<file path="src/rtl/i2c_irq_pkg.sv">
// Shared definitions for the I2C interrupt sequencer.
// Assumes: one system clock domain for everything that uses these types.
package i2c_irq_pkg;

    // Bus events detected on synchronized lines, each valid for one cycle.
    typedef struct packed {
        logic scl_fall;
        logic start;
        logic stop;
    } bus_evt_t;

endpackage

</file>
<file path="src/rtl/i2c_bus_sync.sv">
// Brings SCL/SDA into the clock domain and flags clock falls, START and STOP.
// Assumes: SYNC_STAGES >= 2; idle lines are high, so the chains reset to 1.
module i2c_bus_sync
    import i2c_irq_pkg::*;
#(
    parameter int SYNC_STAGES = 2
) (
    input  logic     clk,
    input  logic     rst_n,
    input  logic     scl_raw,
    input  logic     sda_raw,
    output bus_evt_t evt
);
    localparam int LAST = SYNC_STAGES - 1;

    logic [LAST:0] scl_chain;
    logic [LAST:0] sda_chain;
    logic          scl_prev;
    logic          sda_prev;
    logic          scl_now;
    logic          sda_now;

    // Synchronizer shift chains plus one-cycle history for edge detection.
    always_ff @(posedge clk) begin
        if (!rst_n) begin
            scl_chain <= '1;
            sda_chain <= '1;
            scl_prev  <= 1'b1;
            sda_prev  <= 1'b1;
        end else begin
            scl_chain <= {scl_chain[LAST-1:0], scl_raw};
            sda_chain <= {sda_chain[LAST-1:0], sda_raw};
            scl_prev  <= scl_chain[LAST];
            sda_prev  <= sda_chain[LAST];
        end
    end

    assign scl_now = scl_chain[LAST];
    assign sda_now = sda_chain[LAST];

    // Edge and condition decode from the current and previous samples.
    always_comb begin
        evt.scl_fall = scl_prev & ~scl_now;
        evt.start    = scl_prev & scl_now & sda_prev & ~sda_now;
        evt.stop     = scl_prev & scl_now & ~sda_prev & sda_now;
    end
endmodule

</file>
<file path="src/rtl/i2c_bit_tracker.sv">
// Counts SCL falls within a byte and marks the last-data and acknowledge falls.
// Assumes: the fall that ends a START is not a bit; the first byte after START
// is the address byte.
module i2c_bit_tracker
    import i2c_irq_pkg::*;
#(
    parameter int DATA_BITS = 8
) (
    input  logic     clk,
    input  logic     rst_n,
    input  bus_evt_t evt,
    output logic     last_data_fall,
    output logic     ack_fall,
    output logic     addr_byte
);
    localparam int CW = $clog2(DATA_BITS + 1);
    localparam logic [CW-1:0] LAST_DATA = CW'(DATA_BITS - 1);
    localparam logic [CW-1:0] ACK_SLOT  = CW'(DATA_BITS);

    logic [CW-1:0] bit_cnt;
    logic          skip_fall;
    logic          counted_fall;

    assign counted_fall   = evt.scl_fall & ~skip_fall;
    assign last_data_fall = counted_fall & (bit_cnt == LAST_DATA);
    assign ack_fall       = counted_fall & (bit_cnt == ACK_SLOT);

    // Bit position, START skip marker and address-byte marker.
    always_ff @(posedge clk) begin
        if (!rst_n) begin
            bit_cnt   <= '0;
            skip_fall <= 1'b0;
            addr_byte <= 1'b0;
        end else if (evt.start) begin
            bit_cnt   <= '0;
            skip_fall <= 1'b1;
            addr_byte <= 1'b1;
        end else if (evt.scl_fall) begin
            if (skip_fall) begin
                skip_fall <= 1'b0;
            end else if (bit_cnt == ACK_SLOT) begin
                bit_cnt   <= '0;
                addr_byte <= 1'b0;
            end else begin
                bit_cnt <= bit_cnt + 1'b1;
            end
        end
    end
endmodule

</file>
<file path="src/rtl/i2c_irq_sequencer.sv">
// Issues interrupts, keeps the pending flag, stall state and wait flag.
// Assumes: write strobes last one cycle; early point only in ACK mode.
module i2c_irq_sequencer (
    input  logic clk,
    input  logic rst_n,
    input  logic last_data_fall,
    input  logic ack_fall,
    input  logic stop_seen,
    input  logic addr_byte,
    input  logic is_transmit,
    input  logic ack_mode,
    input  logic early_rx_en,
    input  logic stop_irq_en,
    input  logic wr_data,
    input  logic wr_clkctl,
    input  logic wr_pend_set,
    output logic irq,
    output logic pend_n,
    output logic scl_hold,
    output logic ack_inhibit,
    output logic wait_flag
);
    logic early_ok;
    logic early_hit;
    logic ack_stall;

    assign early_ok  = ack_mode & early_rx_en & ~is_transmit & ~addr_byte;
    assign early_hit = last_data_fall & early_ok;
    assign scl_hold  = ack_inhibit | ack_stall;

    // Interrupt pulse for the early point, acknowledge fall or enabled STOP.
    always_ff @(posedge clk) begin
        if (!rst_n) irq <= 1'b0;
        else        irq <= early_hit | ack_fall | (stop_seen & stop_irq_en);
    end

    // Pending flag: cleared at stretch points, set only by software.
    always_ff @(posedge clk) begin
        if (!rst_n)                      pend_n <= 1'b1;
        else if (early_hit | ack_fall)   pend_n <= 1'b0;
        else if (wr_pend_set)            pend_n <= 1'b1;
    end

    // Stall state for the two stretch points.
    always_ff @(posedge clk) begin
        if (!rst_n) begin
            ack_inhibit <= 1'b0;
            ack_stall   <= 1'b0;
        end else if (early_hit) begin
            ack_inhibit <= 1'b1;
        end else if (ack_fall) begin
            ack_inhibit <= 1'b0;
            ack_stall   <= 1'b1;
        end else if (wr_pend_set) begin
            ack_inhibit <= 1'b0;
            ack_stall   <= 1'b0;
        end
    end

    // Wait flag: marks that the early point is armed for this data byte.
    always_ff @(posedge clk) begin
        if (!rst_n)                    wait_flag <= 1'b0;
        else if (wr_clkctl)            wait_flag <= 1'b0;
        else if (wr_data & early_ok)   wait_flag <= 1'b1;
    end
endmodule

</file>
<file path="src/rtl/i2c_rx_irq_seq.sv">
// Top: I2C interrupt and clock-stretch sequencer.
// Assumes: raw lines may be asynchronous; all outputs are registered.
module i2c_rx_irq_seq
    import i2c_irq_pkg::*;
#(
    parameter int SYNC_STAGES = 2,
    parameter int DATA_BITS   = 8
) (
    input  logic clk,
    input  logic rst_n,
    input  logic scl_in,
    input  logic sda_in,
    input  logic is_transmit,
    input  logic ack_mode,
    input  logic early_rx_en,
    input  logic stop_irq_en,
    input  logic wr_data,
    input  logic wr_clkctl,
    input  logic wr_pend_set,
    output logic irq,
    output logic pend_n,
    output logic scl_hold,
    output logic ack_inhibit,
    output logic wait_flag
);
    bus_evt_t evt;
    logic     last_data_fall;
    logic     ack_fall;
    logic     addr_byte;

    i2c_bus_sync #(.SYNC_STAGES(SYNC_STAGES)) u_sync (
        .clk(clk), .rst_n(rst_n), .scl_raw(scl_in), .sda_raw(sda_in), .evt(evt)
    );

    i2c_bit_tracker #(.DATA_BITS(DATA_BITS)) u_bits (
        .clk(clk), .rst_n(rst_n), .evt(evt),
        .last_data_fall(last_data_fall), .ack_fall(ack_fall), .addr_byte(addr_byte)
    );

    i2c_irq_sequencer u_seq (
        .clk(clk), .rst_n(rst_n),
        .last_data_fall(last_data_fall), .ack_fall(ack_fall), .stop_seen(evt.stop),
        .addr_byte(addr_byte), .is_transmit(is_transmit), .ack_mode(ack_mode),
        .early_rx_en(early_rx_en), .stop_irq_en(stop_irq_en),
        .wr_data(wr_data), .wr_clkctl(wr_clkctl), .wr_pend_set(wr_pend_set),
        .irq(irq), .pend_n(pend_n), .scl_hold(scl_hold),
        .ack_inhibit(ack_inhibit), .wait_flag(wait_flag)
    );
endmodule

</file>
<file path="config.mk">
export PLATFORM = sky130hd
export DESIGN_NAME = i2c_rx_irq_seq
export DESIGN_NICKNAME = d
export VERILOG_FILES = /design/src/rtl/i2c_irq_pkg.sv /design/src/rtl/i2c_bus_sync.sv /design/src/rtl/i2c_bit_tracker.sv /design/src/rtl/i2c_irq_sequencer.sv /design/src/rtl/i2c_rx_irq_seq.sv
export SDC_FILE = /design/constraint.sdc
export NUM_CORES = 1
export LEC_CHECK = 0
export BUFFER_PORTS_ARGS = -buffer_cell sky130_fd_sc_hd__buf_2
export CORE_MARGIN = 2
export CORE_UTILIZATION = 40
export CTS_CLUSTER_DIAMETER = 200
export DETAILED_ROUTE_END_ITERATION = 6
export MAX_ROUTING_LAYER = met4
export PLACE_DENSITY = 0.68
export SETUP_SLACK_MARGIN = 0.3
export SYNTH_ARGS = -nofsm -noshare
export SYNTH_HDL_FRONTEND = slang
export SYNTH_HIERARCHICAL = 1
export SYNTH_SLANG_ARGS = --single-unit
</file>
<file path="constraint.sdc">
create_clock -name clk -period 3.8 [get_ports clk]
set_input_delay 0.19 -clock clk [delete_from_list [all_inputs] [get_ports clk]]
set_output_delay 0.19 -clock clk [all_outputs]
set_load 0.02 [all_outputs]
</file>
==> results.json <==
{
  "drive_gt1_share_pct": 29.0,
  "cts_tree": "yes",
  "numCtsBuffers": 3,
  "drt_wl_total_um": 1170,
  "maxSlewHeadroom_pct": 78.8,
  "die_y_um": 46.7,
  "switching_share_pct": 22.6,
  "start_kind": "flip-flop",
  "ios": 16,
  "dp.cells": 114,
  "intPower_w": 0.000233,
  "post_cts_buffers": 0,
  "final_cells": 118,
  "synthCells": 74,
  "synth_xor_area_share_pct": 2.40,
  "antennaDiodeCount": 0,
  "rsz0062_at_grt": "no",
  "power_frac_comb_pct": 7.1,
  "ys_seq_area_share_pct": 46.7,
  "setup_viol": 0,
  "synth-compound-area-share_pct": 13.4,
  "drt_iter0_drc": 4,
  "nNetsFinal": 107,
  "gr-total-overflow": 0,
  "io_buffers": 15,
  "htree_levels": 1,
  "drv_cap": 0,
  "finalCriticalPeriod_ns": 1.47,
  "synth_fa_ha_area_share_pct": 3.43,
  "cp-end-kind": "flip-flop",
  "cp.required_ns": 4.02,
  "fillers": 168,
  "maxSlewViolCount": 0,
  "synth.distinct_cells": 28,
  "worst-path-buf-inv": 0,
  "path_clk_slew_ns": 0.10,
  "gp_congestion": 0.779,
  "yosys_warnings": 6,
  "synth_ff_type": "dfxtp_1",
  "cpMaxStageDelayCell": "dfxtp_1",
  "grt_max_degree": 18,
  "synthMuxAreaShare_pct": 0,
  "path_cells": "nor2b_1 > nand2b_1 > nor3_4 > nor2b_1 > o21ai_0 > o211ai_1",
  "cellPowerDensity_mw_per_mm2": 349,
  "grt_pass1_vias": 463,
  "finalHoldViolCount": 0,
  "rows": 15,
  "p_switching_w": 0.0000680,
  "p_leak_nw": 0.354,
  "fp.dieW_um": 46.7,
  "antenna_found_initial": 0,
  "first_pass_iters": 2,
  "vias": 553,
  "crit_type": "reg2reg",
  "yosys.area_share.simple_pct": 33.1,
  "startpoint": "u_sync/scl_prev",
  "min-delay-start": "wr_clkctl",
  "r2r_start": "u_sync/scl_prev",
  "ir_worst_vdd_uv": 254,
  "yosys-top-cells-area": "dfxtp_1, nand2b_1, nor2b_1",
  "dieArea_sq_mm": 0.00218,
  "wl_per_cell_um": 9.90,
  "root_buffer": "clkbuf_4",
  "holdBufCountCts": 0,
  "netlist_area_sq_um": 729,
  "yosys.area.top_type": "dfxtp_1",
  "pwr-share-seq_pct": 61.5,
  "fin_crit_sh_pct": 38.6,
  "synth_edf_count": 0,
  "yosys_register_bits": 17,
  "worstPathArrival_ns": 1.69,
  "min_path_type": "in2reg",
  "gr-usage-all-layers_pct": 12.6,
  "path_delay_family": "simple AND/OR/NAND/NOR gates",
  "async_flop_share_pct": 0,
  "max_freq_mhz": 682,
  "drtAntennaViolNets": 0,
  "core_sq_mm": 0.00173,
  "clock_sinks": 17,
  "avgSynthCellArea_sq_um": 9.86,
  "routed_via_density": 4.69,
  "insertion_delay_ns": 0.29,
  "cpMostUsedCell": "nor2b_1",
  "syn_nets": 87,
  "cts_buffer_depth": 2,
  "dpl.hpwl_um": 901,
  "area_growth_pct": 18.4,
  "synth_top_family_by_area": "simple AND/OR/NAND/NOR gates",
  "post_cts_resized": 0,
  "worst_slew_pin_slew_ns": 0.317,
  "critPathMaxStageDelay_ns": 0.34,
  "skew_ns": 0.0108,
  "netlist.area_leader.share_pct": 46.7,
  "grt_pass1_wl_um": 1900,
  "initial_core_util_pct": 42.2,
  "status": "finished, final reports clean",
  "tns_ns": 0,
  "cp_max_fo": 8,
  "drc": 0,
  "clkPwrFrac_pct": 31.3
}
[placed cells by master (no fill, tap or decap), types with 2 or more instances in the layout]
| cell type | instances |
|---|---|
| a21oi_1 | 2 |
| and2b_1 | 2 |
| nor2b_1 | 5 |
| nand2_1 | 7 |
| ha_1 | 2 |
| a21boi_2 | 2 |
| nor2_1 | 3 |
| clkbuf_4 | 3 |
| nor3_1 | 2 |
| inv_1 | 2 |
| o21ai_1 | 3 |
| dfxtp_1 | 17 |
| nand4_1 | 2 |
| nand2b_1 | 8 |
| buf_2 | 15 |
| and4b_1 | 2 |
| o211ai_1 | 2 |
[cells in the mapped netlist, types with 2 or more instances]
cell type  number
and2b_1         2
nand2_1         7
inv_1           2
nor2b_1         5
a21oi_1         2
and4b_1         2
nor3_1          2
o211ai_1        2
nand4_1         2
o21ai_1         3
dfxtp_1        17
nand2b_1        8
nor2_1          3
a21boi_2        2
ha_1            2
[layer usage]
| metal | GRT usage (%) | vias up | wire (um) |
|---|---|---|---|
| li1 | - | 293 | - |
| met1 | 15.2 | 250 | 536 |
| met2 | 19.7 | 10 | 585 |
| met3 | 5.88 | 0 | 45 |
| met4 | 1.67 | 0 | 0 |
| met5 | - | - | 0 |
[through the flow]
stage	hold slack (ns)	instance area [sq um]	total power (W)	setup WS, ns	utilization [%]
final	0.0697	863	0.000301	2.33	50.0
after global routing	0.0476	863	0.000317	2.12	50.0
after CTS	0.0630	863	0.000307	2.30	50.0
after detailed placement	0.374	836	0.000211	2.31	48.4
after global placement	0.359	836	0.000211	2.39	48.4
after floorplan	0.260	729	0.000201	2.51	-
[state kept, by name, summed over array words and instances (netlist names)]
register and count:
u_bits/addr_byte 1, u_sync/sda_chain 2, u_seq/ack_stall 1, u_seq/irq 1, u_seq/ack_inhibit 1, u_seq/pend_n 1
u_sync/scl_prev 1, u_seq/wait_flag 1, u_sync/scl_chain 2, u_sync/sda_prev 1, u_bits/skip_fall 1, u_bits/bit_cnt 4
[worst register-to-register path, cell delays in order, from the launching register on]
cell and delay, ns:
dfxtp_1 0.34, nor2b_1 0.23, nand2b_1 0.17, nor3_4 0.34, nor2b_1 0.17, o21ai_0 0.08, o211ai_1 0.09
[cells by family after synthesis]
family                     count (synthesis)
xor gates and xnor gates                   2
buffers and inverters                      2
DFF                                       17
and+or+nand+nor                           37
adders and majority gates                  2
AOI/OAI and AO/OA                         14
[area by class of cell]
cell class              instances  area (sq um)  share of cell area (%)
repair buffers                 15          75.1                    8.70
multi-input cells              55           382                    44.2
inverters                       2          7.51                   0.870
flip-flops and latches         17           340                    39.4
clock inverters                 1          5.00                   0.580
clock buffers                   3          22.5                    2.61
well taps                      25          31.3                    3.62
[power groups by stage]
stage | Combinational, W | Clock, W | Sequential, W
floorplan | 0.0000122 | 0 | 0.000189
global placement | 0.0000218 | 0 | 0.000189
detailed placement | 0.0000220 | 0 | 0.000189
CTS | 0.0000220 | 0.0000995 | 0.000185
global route | 0.0000243 | 0.000107 | 0.000186
finish | 0.0000215 | 0.0000943 | 0.000185
[path summary, 6_finish.rpt]
kind | slack [ns] | depth (start not counted) | endpoint
setup reg to reg | 2.33 | 6 | u_seq/ack_stall
hold / removal | 0.07 | 2 | u_seq/wait_flag
setup / recovery | 2.33 | 6 | u_seq/ack_stall
hold reg to reg | 0.42 | 1 | u_sync/scl_chain[1]
Note: power is estimated with default switching activity, not from simulation.
